<file path="config.mk">
export PLATFORM = sky130hd
export DESIGN_NAME = spi_data_frontend
export DESIGN_NICKNAME = d
export VERILOG_FILES = /design/src/rtl/spi_dfe_pkg.sv /design/src/rtl/spi_dfe_buf.sv /design/src/rtl/spi_dfe_seq.sv /design/src/rtl/spi_data_frontend.sv
export SDC_FILE = /design/constraint.sdc
export NUM_CORES = 1
export LEC_CHECK = 0
export BUFFER_PORTS_ARGS = -buffer_cell sky130_fd_sc_hd__buf_2
export CAP_MARGIN = 10
export CORE_ASPECT_RATIO = 1.75
export CORE_MARGIN = 10
export CORE_UTILIZATION = 60
export DETAILED_ROUTE_END_ITERATION = 8
export PLACE_DENSITY = 0.76
export SLEW_MARGIN = 20
export SYNTH_ARGS = -nofsm -noshare
export SYNTH_HDL_FRONTEND = slang
export SYNTH_SLANG_ARGS = --single-unit
</file>
<file path="constraint.sdc">
create_clock -name clk -period 5.6 [get_ports clk]
set_input_delay 0.84 -clock clk [delete_from_list [all_inputs] [get_ports clk]]
set_output_delay 0.84 -clock clk [all_outputs]
set_load 0.005 [all_outputs]
</file>
<file path="src/rtl/spi_dfe_pkg.sv">
package spi_dfe_pkg;

    typedef enum logic [1:0] {
        SEQ_IDLE    = 2'd0,
        SEQ_SHIFT   = 2'd1,
        SEQ_HANDOFF = 2'd2
    } seq_state_t;

    localparam logic [7:0] TXD_OFFSET = 8'h68;
    localparam logic [7:0] RXD_OFFSET = 8'h6C;

endpackage

</file>
<file path="src/rtl/spi_dfe_buf.sv">
module spi_dfe_buf #(
    parameter int W     = 8,
    parameter int DEPTH = 16
) (
    input  logic         clk,
    input  logic         rst,
    input  logic         push,
    input  logic         pop,
    input  logic [W-1:0] din,
    output logic [W-1:0] dout,
    output logic         full,
    output logic         empty
);

    localparam int AW = (DEPTH > 1) ? $clog2(DEPTH) : 1;
    localparam int CW = $clog2(DEPTH + 1);

    generate
        if (DEPTH == 1) begin : g_single
            logic [W-1:0] slot;
            logic         valid;
            logic         do_pop;
            logic         do_push;

            assign do_pop  = pop && valid;
            assign do_push = push && (!valid || do_pop);

            always_ff @(posedge clk) begin
                if (rst) begin
                    slot  <= '0;
                    valid <= 1'b0;
                end else begin
                    if (do_push) begin
                        slot  <= din;
                        valid <= 1'b1;
                    end else if (do_pop) begin
                        valid <= 1'b0;
                    end
                end
            end

            assign dout  = slot;
            assign full  = valid;
            assign empty = !valid;

            // a refused push leaves the register untouched
            assert_single_drop_R5: assert property (@(posedge clk) disable iff (rst)
                (push && valid && !pop) |=> (slot == $past(slot)));
        end else begin : g_queue
            logic [W-1:0]  mem [DEPTH];
            logic [AW-1:0] rd_ptr;
            logic [AW-1:0] wr_ptr;
            logic [CW-1:0] cnt;
            logic          do_pop;
            logic          do_push;

            function automatic logic [AW-1:0] wrap_inc(input logic [AW-1:0] p);
                return (p == AW'(DEPTH - 1)) ? '0 : p + 1'b1;
            endfunction

            assign do_pop  = pop && (cnt != '0);
            assign do_push = push && ((cnt != CW'(DEPTH)) || do_pop);

            always_ff @(posedge clk) begin
                if (rst) begin
                    rd_ptr <= '0;
                    wr_ptr <= '0;
                    cnt    <= '0;
                    for (int i = 0; i < DEPTH; i++) mem[i] <= '0;
                end else begin
                    if (do_push) begin
                        mem[wr_ptr] <= din;
                        wr_ptr      <= wrap_inc(wr_ptr);
                    end
                    if (do_pop) rd_ptr <= wrap_inc(rd_ptr);
                    unique case ({do_push, do_pop})
                        2'b10:   cnt <= cnt + 1'b1;
                        2'b01:   cnt <= cnt - 1'b1;
                        default: cnt <= cnt;
                    endcase
                end
            end

            assign dout  = mem[rd_ptr];
            assign full  = (cnt == CW'(DEPTH));
            assign empty = (cnt == '0);

            // occupancy never exceeds the configured depth
            assert_cnt_bound_R11: assert property (@(posedge clk) disable iff (rst)
                cnt <= CW'(DEPTH));
            // a push into a full queue without a pop leaves occupancy as is
            assert_drop_keeps_count_R5: assert property (@(posedge clk) disable iff (rst)
                (push && full && !pop) |=> (cnt == $past(cnt)));
        end
    endgenerate

endmodule

</file>
<file path="src/rtl/spi_dfe_seq.sv">
module spi_dfe_seq
    import spi_dfe_pkg::*;
(
    input  logic clk,
    input  logic rst,
    input  logic go,
    input  logic tx_empty,
    input  logic xfer_done,
    output logic shift_load,
    output logic tx_release,
    output logic rx_capture,
    output logic busy
);

    seq_state_t state_q;
    seq_state_t state_d;

    always_ff @(posedge clk) begin
        if (rst) state_q <= SEQ_IDLE;
        else     state_q <= state_d;
    end

    always_comb begin
        state_d = state_q;
        unique case (state_q)
            SEQ_IDLE:    if (go && !tx_empty) state_d = SEQ_SHIFT;
            SEQ_SHIFT:   if (xfer_done)       state_d = SEQ_HANDOFF;
            SEQ_HANDOFF: state_d = (go && !tx_empty) ? SEQ_SHIFT : SEQ_IDLE;
            default:     state_d = SEQ_IDLE;
        endcase
    end

    always_comb begin
        shift_load = 1'b0;
        tx_release = 1'b0;
        rx_capture = 1'b0;
        busy       = 1'b0;
        unique case (state_q)
            SEQ_IDLE, SEQ_HANDOFF: shift_load = go && !tx_empty;
            SEQ_SHIFT: begin
                busy       = 1'b1;
                tx_release = xfer_done;
                rx_capture = xfer_done;
            end
            default: ;
        endcase
    end

    // a word is released only while the buffer still holds it
    assert_release_has_word_R4: assert property (@(posedge clk) disable iff (rst)
        tx_release |-> !tx_empty);
    // a load is followed by a busy cycle
    assert_load_then_busy_R4: assert property (@(posedge clk) disable iff (rst)
        shift_load |=> busy);
    // completion outside a transfer does not create a capture
    assert_idle_done_ignored_R10: assert property (@(posedge clk) disable iff (rst)
        (xfer_done && !busy) |-> !rx_capture);

endmodule

</file>
<file path="src/rtl/spi_data_frontend.sv">
module spi_data_frontend
    import spi_dfe_pkg::*;
#(
    parameter int WORD_W     = 8,
    parameter int BUS_W      = 32,
    parameter int USE_FIFO   = 1,
    parameter int FIFO_DEPTH = 16
) (
    input  logic              clk,
    input  logic              rst,
    input  logic              acc_wr,
    input  logic              acc_rd,
    input  logic [7:0]        acc_addr,
    input  logic [BUS_W-1:0]  acc_wdata,
    output logic [BUS_W-1:0]  acc_rdata,
    output logic              acc_err,
    input  logic              master_mode,
    input  logic              spi_enable,
    input  logic              slave_sel_n,
    output logic              shift_load,
    output logic [WORD_W-1:0] shift_word,
    input  logic              xfer_done,
    input  logic [WORD_W-1:0] rx_word,
    output logic              busy,
    output logic              tx_full,
    output logic              tx_empty,
    output logic              rx_full,
    output logic              irq_overrun
);

    localparam int BUF_DEPTH = (USE_FIFO != 0) ? FIFO_DEPTH : 1;

    logic              go;
    logic              tx_wr_hit;
    logic              rx_rd_hit;
    logic              tx_release;
    logic              rx_capture;
    logic              rx_empty;
    logic [WORD_W-1:0] rx_head;
    logic              ovr_q;

    assign go        = master_mode ? spi_enable : !slave_sel_n;
    assign tx_wr_hit = acc_wr && (acc_addr == TXD_OFFSET);
    assign rx_rd_hit = acc_rd && (acc_addr == RXD_OFFSET);

    spi_dfe_buf #(.W(WORD_W), .DEPTH(BUF_DEPTH)) u_txbuf (
        .clk   (clk),
        .rst   (rst),
        .push  (tx_wr_hit && !tx_full),
        .pop   (tx_release),
        .din   (acc_wdata[WORD_W-1:0]),
        .dout  (shift_word),
        .full  (tx_full),
        .empty (tx_empty)
    );

    spi_dfe_buf #(.W(WORD_W), .DEPTH(BUF_DEPTH)) u_rxbuf (
        .clk   (clk),
        .rst   (rst),
        .push  (rx_capture),
        .pop   (rx_rd_hit),
        .din   (rx_word),
        .dout  (rx_head),
        .full  (rx_full),
        .empty (rx_empty)
    );

    spi_dfe_seq u_seq (
        .clk        (clk),
        .rst        (rst),
        .go         (go),
        .tx_empty   (tx_empty),
        .xfer_done  (xfer_done),
        .shift_load (shift_load),
        .tx_release (tx_release),
        .rx_capture (rx_capture),
        .busy       (busy)
    );

    assign acc_err   = tx_wr_hit && tx_full;
    assign acc_rdata = (rx_rd_hit && !rx_empty) ? BUS_W'(rx_head) : '0;

    always_ff @(posedge clk) begin
        if (rst) ovr_q <= 1'b0;
        else     ovr_q <= rx_capture && rx_full && !rx_rd_hit;
    end

    assign irq_overrun = ovr_q;

    // one pulse per dropped word, never two in a row
    assert_overrun_single_R8: assert property (@(posedge clk) disable iff (rst)
        irq_overrun |=> !irq_overrun);
    // an overrun can only follow a full receive buffer
    assert_overrun_after_full_R8: assert property (@(posedge clk) disable iff (rst)
        irq_overrun |-> $past(rx_full));
    // without permission no word leaves the transmit buffer
    assert_no_load_without_go_R3: assert property (@(posedge clk) disable iff (rst)
        (master_mode && !spi_enable) |-> !shift_load);
    // reads of the transmit address never return data
    assert_tx_read_zero_R6: assert property (@(posedge clk) disable iff (rst)
        (acc_rd && acc_addr == TXD_OFFSET) |-> (acc_rdata == '0 && !acc_err));

endmodule

</file>
==> results.ini, run 1 <==
[yosys]
syn_area_per_cell_sq_um = 13.37
ys_async_sr_fraction_pct = 0
ys_ff_latch = 293
synth_area_sq_um = 13510
synth.most_common_cell = nor2_1
synth_cells = 1011
yosysTopAreaCell = edfxtp_1
synth_area_leaders = edfxtp_1 57%, mux4_2 9.3%, nor2_1 7.7%
ys.flop_type = edfxtp_1
synth-edff-count = 256
yosysWarnings = 0
yosys-top-cells-count = 279 x nor2_1, 256 x edfxtp_1, 87 x nand2_1, 56 x mux4_2, 37 x dfxtp_1
yosysTopAreaCellShare_pct = 56.88
synth_cell_type_count = 55
synth-seq-area-share_pct = 62.36

[die]
die_x_um = 133.5
core_area_sq_um = 22160
die-area_sq_um = 29160
io-pin-count = 103
initial_core_util_pct = 60.98
die_height_um = 218.5
num_rows = 72

[clock_network]
clock_latency_ns = 0.55
clkTransAtPathRegs_ns = 0.06
postCtsHoldBufs = 0
htree_levels = 1
cts.repair.resized = 0
cts_tree = done
root_buffer = clkbuf_16
cts_setup_buffers = 0
clockBufferDepth = 3
numCtsBuffers = 26
cts_sinks = 293

[timing]
period_share_pct = 71.18
drv_slew = 0
rsz0062_at_grt = no
holdWs_ns = 0.4776
finalSetupViolations = 0
worstMarginPinSlew_ns = 1.123
finalCriticalPeriod_ns = 3.986
hold_viol = 0
max_slew_margin_pct = 24.60
fmax_mhz = 250.9
clock_skew_ns = 0.02170
fin_tns_setup_ns = 0

[worst_setup_path]
crit_required_ns = 4.76
cp_num_buf_inv = 1
worstSetupPathType = reg -> out
cp_slowest_cell = dfxtp_2
critPathLaunchType = flip-flop
r2r_end = u_txbuf.g_queue.mem[11][1]$_SDFFCE_PN0P_
crit_fanout = 32
crit_arrival_ns = 3.15
r2r_start = u_txbuf.g_queue.cnt[0]$_SDFFE_PP0P_
r2r_slack_ns = 2.38
cp-end-kind = output pin
path_cells = mux4_1 > mux4_2 > and3_1 > buf_2
cp_top_family = multiplexers
critical-path-max-stage-delay_ns = 1.01
r2r_cells = 7

[placement]
port_buffers = 54
placed_area_sq_um = 13970
place_hpwl_mm = 22.91
place_congestion = 0.8790

[routing]
vias_per_cell = 6.082
ant_nets = 0
drc = 0
first_pass_iters = 7
drt-initial-drc-count = 730
routed_wl_mm = 32.06
wl_per_cell_um = 23.33
vias = 8356

[layout]
final_layout_size_suffix_gt1_share_pct = 18.27
syn_to_final_growth_pct = 10.03
final_area_sq_um = 14870
layout.nets = 1134
n_antenna_cell = 0

[outcome]
outcome = finished, final reports clean

[power]
ir_drop_mv = 0.2744
power_switching_w = 0.0009178
p_int_w = 0.003589
combPwrFrac_pct = 3.5
seq_power_share_pct = 54.6
p_leak_nw = 5.090
powerDensity_nw_per_um2 = 303.1
switching_share_pct = 20.36
power.share.clock_pct = 41.9

[global_routing]
gr-total-overflow = 0
grt_usage_pct = 21.83
grt_pass1_wl_mm = 49.28
grt_max_degree = 40
grt_pass1_vias = 8582
antenna_found_initial = 0

[worst_hold_path]
hold_path_end = u_rxbuf.g_queue.cnt[2]$_SDFFE_PP0P_
worstHoldStart = u_rxbuf.g_queue.cnt[2]$_SDFFE_PP0P_
hold_path.class = reg -> reg
whs_path_depth = 2

[job]
max_cap_viol_count = 0

-- registers in the layout, indices dropped and copies added, names as in the netlist, 4 cells and up, named ones only --
register / cells
u_rxbuf.g_queue.mem: 128
u_txbuf.g_queue.mem: 128
u_rxbuf.g_queue.cnt: 5
u_txbuf.g_queue.cnt: 5
u_rxbuf.g_queue.rd_ptr: 4
u_rxbuf.g_queue.wr_ptr: 4
u_txbuf.g_queue.rd_ptr: 4
u_txbuf.g_queue.wr_ptr: 4
-- worst max path at each step --
stage	end	cells past startpoint	startpoint	slack [ns]
final	acc_rdata[5]	4	flip-flop	1.61
after global routing	acc_rdata[6]	4	flip-flop	1.51
after CTS	acc_rdata[5]	4	flip-flop	1.57
after detailed placement	u_rxbuf.g_queue.mem[14][1]$_SDFFCE_PN0P_	6	acc_addr[4]	1.48
after global placement	u_rxbuf.g_queue.mem[10][6]$_SDFFCE_PN0P_	6	acc_addr[4]	1.55
after floorplan	u_txbuf.g_queue.cnt[4]$_SDFFE_PP0P_	10	acc_addr[4]	2.44
-- power by group through the flow --
stage	clock network, W	registers (W)	logic, W
4_1_cts	0.00190	0.00246	0.000154
5_1_grt	0.00197	0.00247	0.000163
3_3_place_gp	0	0.00250	0.000150
3_5_place_dp	0	0.00251	0.000153
6_report	0.00189	0.00246	0.000156
2_1_floorplan	0	0.00250	0.0000908
-- worst min-delay path, cell delays in order (launching register included) --
cell	delay [ns]
dfxtp_1	0.33
nand2_1	0.06
o21ai_1	0.05
-- logic make-up after synthesis --
kind of cell	share of synthesized area [%]
other cells	0.02775
simple gates	13.13
flops	62.36
xor+xnor	0.7129
mux	14.52
fa+ha+maj	1.870
compound gates	3.259
buf+inv	4.120
-- metal layers --
metal | routed length (um) | part of all wire, % | GRT usage [%]
met4 | 1555 | 4.9 | 10.85
met1 | 10530 | 33 | 21.71
met3 | 2113 | 6.6 | 3.836
met5 | 0 | 0 | 0
met2 | 17860 | 56 | 42.03
-- area by class of cell --
type | count | area (sq um)
Clock inverter | 15 | 185.2
Inverter | 12 | 45.04
Clock buffer | 32 | 714.4
Fill cell | 1592 | 7292
Multi-Input combinational cell | 641 | 4621
Timing Repair Buffer | 85 | 503.0
Sequential cell | 293 | 8431
Tap cell | 296 | 370.4
-- cell usage in the layout (no fill, tap or decap), types with 6 or more instances in the layout --
master     count
clkbuf_16     27
mux4_1        24
edfxtp_1     256
inv_1         12
mux4_2        56
dfxtp_1       35
nor2_1       279
nor2b_1        7
nand2_1       87
o31ai_1        7
buf_4         31
xor2_1         6
mux2i_1        7
nand2_2        6
o21ai_1        9
a21oi_1       20
clkinv_2       6
ha_1          17
o21ai_0       20
and3_1        11
buf_2         54
conb_1        24
-- stage by stage --
step | power (W) | util [%] | cells | setup WS, ns
after floorplan | 0.002590 | - | 1034 | 2.435
after global routing | 0.004604 | 67.10 | 1374 | 1.505
after detailed placement | 0.002662 | 63.04 | 1327 | 1.479
after CTS | 0.004519 | 67.10 | 1374 | 1.573
final | 0.004507 | 67.10 | 1374 | 1.614
after global placement | 0.002653 | 63.04 | 1327 | 1.552
No activity file was read; power rests on OpenSTA's default activity.
==> inputs of run 2 (changes only) <==
ABC_AREA = 1   (was unset)
clock period = 3.9 ns   (was 5.6 ns; I/O delays follow)
==> results.ini, run 2 <==
[power]
powerDensity_nw_per_um2 = 410.3
p_leak_nw = 6.001
ir_drop_mv = 0.4269

[worst_setup_path]
crit_fanout = 53
crit_arrival_ns = 2.62
critical-path-max-stage-delay_ns = 0.65
cp-end-kind = output pin
cp_slowest_cell = inv_2
worstSetupPathType = reg -> out
cp_common_cell = a21oi_1
cp_num_buf_inv = 3
critPathLaunchType = flip-flop
crit_required_ns = 3.31
path_cells = inv_2 > buf_4 > a21oi_1 > a22oi_1 > a21oi_1 > nor2_1 > buf_2
cp_top_family = buffers and inverters

[placement]
pre_cts_slack_ns = 1.024
port_buffers = 54
place_congestion = 0.8696
place_hpwl_mm = 22.23

[yosys]
synth_cells = 1375
synth_area_leaders = edfxtp_1 56%, nor2_1 8.0%, nand2_1 5.5%
yosysTopAreaCell = edfxtp_1
yosys-top-cells-count = 294 x nor2_1, 256 x edfxtp_1, 201 x nand2_1, 107 x a21oi_1, 101 x inv_1
ys_ff_latch = 293
synth.most_common_cell = nor2_1
synth_cell_type_count = 37
yosysWarnings = 0
synth-seq-area-share_pct = 60.94
synth_area_sq_um = 13830
ys.flop_type = edfxtp_1
ys_async_sr_fraction_pct = 0
yosysTopAreaCellShare_pct = 55.58
syn_area_per_cell_sq_um = 10.06
synth-edff-count = 256

[die]
die-area_sq_um = 29760
io-pin-count = 103
die_x_um = 134.8
num_rows = 73
initial_core_util_pct = 60.81
die_height_um = 220.9
core_area_sq_um = 22740

[routing]
drc = 0
vias = 9671
drt-initial-drc-count = 802
ant_nets = 0
first_pass_iters = 5
routed_wl_mm = 32.14
wl_per_cell_um = 18.76
vias_per_cell = 5.646

[timing]
clock_skew_ns = 0.01179
hold_viol = 0
fin_ws_ns = 0.6992
drv_slew = 0
rsz0062_at_grt = no
period_share_pct = 82.07
finalSetupViolations = 0
max_slew_margin_pct = 31.37
worstMarginPinSlew_ns = 1.028
finalCriticalPeriod_ns = 3.201
fmax_mhz = 312.4
fin_tns_setup_ns = 0

[clock_network]
cts_tree = done
clockBufferDepth = 3
clkTransAtPathRegs_ns = 0.07
cts_sinks = 293
htree_levels = 1
postCtsHoldBufs = 0
clock_latency_ns = 0.52
cts.repair.resized = 0
numCtsBuffers = 25
cts_setup_buffers = 0
root_buffer = clkbuf_16

[layout]
syn_to_final_growth_pct = 8.187
final_layout_size_suffix_gt1_share_pct = 10.40
n_antenna_cell = 0
layout.nets = 1470
layout_common_cells = 294 x nor2_1, 256 x edfxtp_1, 201 x nand2_1
fin_util_pct = 65.79
fillers = 1772
reg_top3 = u_rxbuf.g_queue.mem: 128 flops, u_txbuf.g_queue.mem: 128 flops
final_common_cell = nor2_1

[global_routing]
antenna_found_initial = 0
grt_usage_pct = 21.03
gr-total-overflow = 0
grt_pass1_vias = 9784
grt_max_degree = 65
grt_pass1_wl_mm = 49.84

[outcome]
outcome = finished, final reports clean

[job]
max_cap_viol_count = 0

[worst_hold_path]
hold_path.class = in -> reg

[run 2: cell count changes in the layout (fill, tap and decap cells not counted), moves of 36 or more]
| cell | change |
|---|---|
| nand2_1 | +114 |
| o21ai_0 | +36 |
| a21oi_1 | +87 |
| mux4_2 | -56 |
| inv_1 | +88 |
| nand3_1 | +49 |
[run 2: power by group]
group / internal [W] / switching [W] / total [W] / leakage [nW]
registers: 0.00348 / 0.0000255 / 0.00351 / 2.94
clock network: 0.00134 / 0.00106 / 0.00241 / 0.385
logic: 0.0000453 / 0.000177 / 0.000222 / 2.68
total: 0.00487 / 0.00127 / 0.00614 / 6.00
[run 2: worst min-delay path, stage by stage]
cell and delay [ns]:
buf_2 0.08, inv_1 0.04, a21oi_1 0.12, nor2_1 0.05
[run 2: through the flow]
| step | power, W | hold WS, ns | std cells | area, sq um |
|---|---|---|---|---|
| after floorplan | 0.003721 | 0.4469 | 1398 | 13920 |
| after global placement | 0.003790 | 0.4730 | 1668 | 14180 |
| after detailed placement | 0.003799 | 0.4729 | 1668 | 14180 |
| after CTS | 0.006164 | 0.3822 | 1713 | 14960 |
| after global routing | 0.006307 | 0.4140 | 1713 | 14960 |
| final | 0.006140 | 0.3924 | 1713 | 14960 |
[run 2: area by class of cell]
cell class	count	area (sq um)	share of cell area (%)
multi-input combinational	906	4624	30.91
clock buffer	31	668.1	4.465
inverter	103	386.6	2.584
timing repair buffer	66	360.3	2.408
clock inverter	14	115.1	0.7693
sequential	293	8433	56.36
tap	300	375.4	2.509
[run 2: cell families after synthesis]
| family | share of synthesized area (%) |
|---|---|
| and+or+nand+nor | 18.85 |
| DFF | 60.94 |
| AOI/OAI and AO/OA | 9.092 |
| buffers and inverters | 6.251 |
| muxes | 2.316 |
| adders and majority gates | 1.827 |
| xor gates and xnor gates | 0.6966 |
| other | 0.02711 |
[run 2: final timing paths]
kind | from | endpoint | slack [ns] | cells after the start
worst max-delay path | flip-flop | acc_rdata[4] | 0.70 | 7
worst min-delay path | xfer_done | u_seq.state_q[0]$_SDFFE_PP0P_ | 0.39 | 4
worst max register to register | u_seq.state_q[0]$_SDFFE_PP0P_ | u_txbuf.g_queue.cnt[4]$_SDFFE_PP0P_ | 1.41 | 11
worst min register to register | u_rxbuf.g_queue.rd_ptr[2]$_SDFFE_PP0P_ | flip-flop | 0.48 | 2
[run 2: metal layers]
layer	track usage [%]	vias up	part of all wire [%]
met1	20.61	4607	33
met2	40.82	324	56
met3	2.518	98	5.2
li1	-	4642	-
met4	11.07	0	5.1
met5	0	-	0
